<file path="config.mk">
export PLATFORM = sky130hd
export DESIGN_NAME = dist_ctrl_reg
export DESIGN_NICKNAME = d
export VERILOG_FILES = /design/src/rtl/dcr_pkg.sv /design/src/rtl/dcr_write_filter.sv /design/src/rtl/dcr_settle_timer.sv /design/src/rtl/dcr_shadow.sv /design/src/rtl/dist_ctrl_reg.sv
export SDC_FILE = /design/constraint.sdc
export NUM_CORES = 1
export LEC_CHECK = 0
export BUFFER_PORTS_ARGS = -buffer_cell sky130_fd_sc_hd__buf_2
export CORE_AREA = 2 2 57 46
export CTS_CLUSTER_DIAMETER = 120
export DETAILED_ROUTE_END_ITERATION = 10
export DIE_AREA = 0 0 59 48
export GPL_TIMING_DRIVEN = 0
export PLACE_DENSITY = 0.81
export SYNTH_ARGS = -nofsm -noshare
export SYNTH_HDL_FRONTEND = slang
export SYNTH_SLANG_ARGS = --single-unit
</file>
<file path="constraint.sdc">
create_clock -name clk -period 3.1 [get_ports clk]
set_clock_uncertainty 0.2 [all_clocks]
set_input_delay 0.31 -clock clk [delete_from_list [all_inputs] [get_ports clk]]
set_output_delay 0.31 -clock clk [all_outputs]
set_load 0.1 [all_outputs]
</file>
<file path="src/rtl/dcr_pkg.sv">
package dcr_pkg;
  localparam int REG_W  = 32;
  localparam int B_G0   = 0;
  localparam int B_G1NS = 1;
  localparam int B_G1S  = 2;
  localparam int B_RTS  = 4;
  localparam int B_RTNS = 5;
  localparam int B_PEND = 31;

  typedef struct packed {
    logic rt_ns;
    logic rt_s;
    logic g1s;
    logic g1ns;
    logic g0;
  } dcr_fields_t;

  function automatic dcr_fields_t dcr_unpack(input logic [REG_W-1:0] v);
    dcr_fields_t f;
    f.g0    = v[B_G0];
    f.g1ns  = v[B_G1NS];
    f.g1s   = v[B_G1S];
    f.rt_s  = v[B_RTS];
    f.rt_ns = v[B_RTNS];
    return f;
  endfunction

  function automatic logic [REG_W-1:0] dcr_pack(input dcr_fields_t f, input logic pend);
    logic [REG_W-1:0] v;
    v         = '0;
    v[B_G0]   = f.g0;
    v[B_G1NS] = f.g1ns;
    v[B_G1S]  = f.g1s;
    v[B_RTS]  = f.rt_s;
    v[B_RTNS] = f.rt_ns;
    v[B_PEND] = pend;
    return v;
  endfunction
endpackage

</file>
<file path="src/rtl/dcr_write_filter.sv">
module dcr_write_filter
  import dcr_pkg::*;
(
  input  dcr_fields_t      cur,
  input  logic [REG_W-1:0] wdata,
  input  logic             secure,
  input  logic             legacy,
  output dcr_fields_t      nxt,
  output logic             blocked
);
  dcr_fields_t wr;
  dcr_fields_t mask;
  dcr_fields_t cand;
  logic        grp_any;
  logic        guard_on;
  logic        blk_s;
  logic        blk_ns;

  always_comb begin
    wr         = dcr_unpack(wdata);
    mask.g0    = secure;
    mask.g1ns  = 1'b1;
    mask.g1s   = secure & ~legacy;
    mask.rt_s  = secure;
    mask.rt_ns = 1'b1;
    cand       = (cur & ~mask) | (wr & mask);
    grp_any    = cur.g0 | cur.g1ns | cur.g1s | cand.g0 | cand.g1ns | cand.g1s;
    guard_on   = ~legacy & grp_any;
    blk_s      = guard_on & ~cur.rt_s  & cand.rt_s;
    blk_ns     = guard_on & ~cur.rt_ns & cand.rt_ns;
    nxt        = cand;
    if (blk_s)  nxt.rt_s  = 1'b0;
    if (blk_ns) nxt.rt_ns = 1'b0;
    if (legacy) nxt.g1s   = 1'b0;
    blocked    = blk_s | blk_ns;
  end
endmodule

</file>
<file path="src/rtl/dcr_settle_timer.sv">
module dcr_settle_timer #(
  parameter int DELAY = 4
) (
  input  logic clk,
  input  logic rst,
  input  logic start,
  output logic pending,
  output logic expire
);
  localparam int CNT_W = $clog2(DELAY + 1);
  localparam logic [CNT_W-1:0] LOAD = CNT_W'(DELAY);
  localparam logic [CNT_W-1:0] ONE  = CNT_W'(1);

  logic [CNT_W-1:0] cnt;

  always_ff @(posedge clk) begin
    if (rst) begin
      cnt     <= '0;
      pending <= 1'b0;
    end else if (start) begin
      cnt     <= LOAD;
      pending <= 1'b1;
    end else if (pending) begin
      cnt <= cnt - ONE;
      if (cnt == ONE) pending <= 1'b0;
    end
  end

  assign expire = pending & ~start & (cnt == ONE);
endmodule

</file>
<file path="src/rtl/dcr_shadow.sv">
module dcr_shadow
  import dcr_pkg::*;
(
  input  logic        clk,
  input  logic        rst,
  input  logic        load,
  input  dcr_fields_t d,
  output dcr_fields_t q
);
  always_ff @(posedge clk) begin
    if (rst)       q <= '0;
    else if (load) q <= d;
  end
endmodule

</file>
<file path="src/rtl/dist_ctrl_reg.sv">
module dist_ctrl_reg
  import dcr_pkg::*;
#(
  parameter int DELAY = 4
) (
  input  logic        clk,
  input  logic        rst,
  input  logic        legacy_mode,
  input  logic        wr_en,
  input  logic        wr_secure,
  input  logic [31:0] wr_data,
  output logic [31:0] rd_data,
  output logic        dn_grp0_en,
  output logic        dn_grp1ns_en,
  output logic        dn_grp1s_en,
  output logic        dn_route_s_en,
  output logic        dn_route_ns_en,
  output logic        order_err
);
  dcr_fields_t staged;
  dcr_fields_t staged_nxt;
  dcr_fields_t shadow;
  logic        blocked;
  logic        pending;
  logic        expire;

  dcr_write_filter u_filter (
    .cur     (staged),
    .wdata   (wr_data),
    .secure  (wr_secure),
    .legacy  (legacy_mode),
    .nxt     (staged_nxt),
    .blocked (blocked)
  );

  always_ff @(posedge clk) begin
    if (rst) begin
      staged    <= '0;
      order_err <= 1'b0;
    end else begin
      order_err <= wr_en & blocked;
      if (wr_en) staged <= staged_nxt;
    end
  end

  dcr_settle_timer #(.DELAY(DELAY)) u_timer (
    .clk     (clk),
    .rst     (rst),
    .start   (wr_en),
    .pending (pending),
    .expire  (expire)
  );

  dcr_shadow u_shadow (
    .clk  (clk),
    .rst  (rst),
    .load (expire),
    .d    (staged),
    .q    (shadow)
  );

  assign rd_data        = dcr_pack(staged, pending);
  assign dn_grp0_en     = shadow.g0;
  assign dn_grp1ns_en   = shadow.g1ns;
  assign dn_grp1s_en    = shadow.g1s;
  assign dn_route_s_en  = shadow.rt_s;
  assign dn_route_ns_en = shadow.rt_ns;
endmodule

</file>
==> metrics.md <==
| Metric | Value |
|---|---|
| Status | `completed` |
| Clock Sinks | `15` |
| Largest net degree at the start of global routing | `11` |
| Routed wire length per instance | `10.2 µm` |
| Tcrit/Tclk final | `0.582` |
| Layout cells sized above 1 | `0.393` |
| Avg Cell Area, Syn | `9.19 µm²` |
| Tmin final | `1800 ps` |
| Max-slew violation count | `0` |
| GP Congestion | `0.710` |
| CTS hold repair buffers | `0` |
| Mapped cell area | `873 µm²` |
| Final Hold Fails | `0` |
| Die X-Extent | `59 µm` |
| Setup CP Type | `reg -> out` |
| Via count | `693` |
| Initial DRT Pass Iterations | `2` |
| Final TNS setup | `0 ps` |
| Chip Height | `48 µm` |
| Max Clock Freq | `554 MHz` |
| Total GRT Usage | `0.128` |
| Power per cell area | `491 mW/mm²` |
| RSZ-0062 raised after global routing | `no` |
| Initial Utilization | `0.394` |
| CP arrival | `1290 ps` |
| Die area | `0.00283 mm²` |
| Worst Setup End Kind | `primary output` |
| Worst path required time | `2590 ps` |
| Clock latency on the worst-skew pair | `270 ps` |
| Leak | `0.588 nW` |
| Comb pwr share | `0.435` |
| Sw power | `0.259 mW` |
| Max Root-Sink Buffers | `2` |
| Final setup vio count | `0` |
| Site Rows | `15` |
| Area Growth Syn to Fin | `29.4%` |
| Switching share of power | `0.467` |
| Crit-path max FO | `7` |
| Drt drc | `0` |
| Antenna cells | `0` |
| Initial antenna violation count | `0` |
| PortBufs | `21` |
| Syn. warnings | `0` |
| Max-Cap Viols | `0` |
| Post-route antenna net violation count | `0` |
| Post-Route WL | `1730 µm` |
| Setup bufs post-CTS | `0` |
| Part of the power in registers | `0.371` |
| Vias in the first global route | `638` |
| Sequential share of the synthesized area | `0.344` |
| CTS H-tree lvls | `1` |
| CTS tree | `done` |
| VDD IR-drop max | `225 µV` |
| Worst hold path class | `in -> reg` |
| I/O Pins | `75` |
| Resize count post-CTS | `0` |
| Root Buffer | `clkbuf_4` |
| Core footprint | `0.00221 mm²` |
| Vias per cell | `4.08` |
| Final nets | `185` |
| Cell variety after synth | `27` |
| First-pass GRT wire length | `2650 µm` |
| Clock network power share | `0.194` |
| Remaining global-route overflow | `0` |
| Synth Instances | `95` |
| TritonCTS buffer count | `3` |
| DP HPWL | `1430 µm` |
| Design Power | `0.555 mW` |
| Yosys reg bits | `15` |
| Hold_ws | `82.2 ps` |
| Critical Path Source Type | `register` |
| Worst-path clk slew | `80 ps` |
| Starting DRT DRC Count | `7` |
| Internal power | `0.296 mW` |
-- placed cells by master (no fill, tap or decap), types with 2 or more instances in the layout --
cell type / count
clkbuf_4: 3
dfxtp_1: 15
xnor2_1: 2
clkbuf_1: 2
nor2_1: 10
nand2_1: 5
nand3_1: 2
buf_4: 27
inv_1: 5
ha_1: 2
conb_1: 26
mux2i_1: 8
a21oi_1: 2
buf_2: 22
-- power groups by stage --
| stage | clock network [mW] | logic (mW) | registers, mW |
|---|---|---|---|
| after floorplan | 0 | 0.198 | 0.232 |
| after global placement | 0 | 0.237 | 0.210 |
| after detailed placement | 0 | 0.240 | 0.210 |
| after CTS | 0.111 | 0.240 | 0.206 |
| after global routing | 0.118 | 0.250 | 0.207 |
| final | 0.108 | 0.242 | 0.206 |
-- cell type report --
cell class | count | area (µm²)
plain buffers | 29 | 211
clock buffers | 4 | 26.3
fillers | 231 | 1080
inverters | 5 | 18.8
multi-input cells | 71 | 437
flip-flops and latches | 15 | 300
well taps | 25 | 31.3
repair buffers | 21 | 105
-- cells by family (layout without fill, tap and decap cells) --
| group | Yosys count | after routing | synth area share |
|---|---|---|---|
| fa+ha+maj | 2 | 2 | 0.0286 |
| other cells | 1 | 26 | 0.00429 |
| mux | 8 | 8 | 0.0917 |
| flops | 15 | 15 | 0.344 |
| compound gates | 8 | 8 | 0.0802 |
| xor+xnor | 2 | 2 | 0.0201 |
| buf+inv | 34 | 59 | 0.264 |
| simple gates | 25 | 25 | 0.168 |
-- worst max-delay path, stage by stage (launching register included) --
cell	delay [ps]
dfxtp_1	460
buf_4	150
buf_2	410
-- state kept, by name (all words and copies together) (netlist names) --
register,flops
u_timer.pending,1
u_shadow.q,5
order_err,1
rd_data,5
u_timer.cnt,3
-- path summary, 6_finish.rpt --
check	startpoint	endpoint	slack, ps	depth (start not counted)
worst max-delay path	u_timer.pending	rd_data[31]	1300	2
worst min-delay path	rst	rd_data[4]	80	2
worst max register to register	u_timer.cnt[0]	u_shadow.q[3]	1430	5
worst min register to register	u_shadow.q[4]	u_shadow.q[4]	300	2
-- Yosys cell counts --
cell,n,share of area
a2111oi_0,1,0.010
a211oi_1,1,0.0086
a21oi_1,2,0.011
a221oi_2,1,0.017
a31oi_2,1,0.014
a32o_1,1,0.011
and4b_1,1,0.011
buf_2,1,0.0057
buf_4,27,0.23
clkbuf_1,1,0.0043
conb_1,1,0.0043
dfxtp_1,15,0.34
ha_1,2,0.029
inv_1,5,0.021
mux2i_1,8,0.092
nand2_1,5,0.021
nand2b_1,1,0.0072
nand2b_4,1,0.016
nand3_1,2,0.011
nor2_1,10,0.043
nor2b_1,1,0.0072
nor2b_4,1,0.016
nor3_1,1,0.0057
nor3b_4,1,0.021
nor4_1,1,0.0072
o22ai_1,1,0.0072
xnor2_1,2,0.020
-- metrics by stage --
step           utilization  std cells  cell area, µm²  setup WS (ps)
2_1_floorplan            -        120             967           1210
3_3_place_gp         0.498        166            1100           1500
3_5_place_dp         0.498        166            1100           1450
4_1_cts              0.510        170            1130           1290
5_1_grt              0.510        170            1130           1250
6_report             0.510        170            1130           1300
-- metal layers --
layer | track usage | vias to the layer above | part of all wire
li1 | - | 361 | -
met1 | 0.132 | 301 | 0.41
met2 | 0.249 | 29 | 0.50
met3 | 0.0595 | 2 | 0.087
met4 | 0.0136 | 0 | 0.0035
met5 | 0 | - | 0
Note: power is estimated with default switching activity, not from simulation.
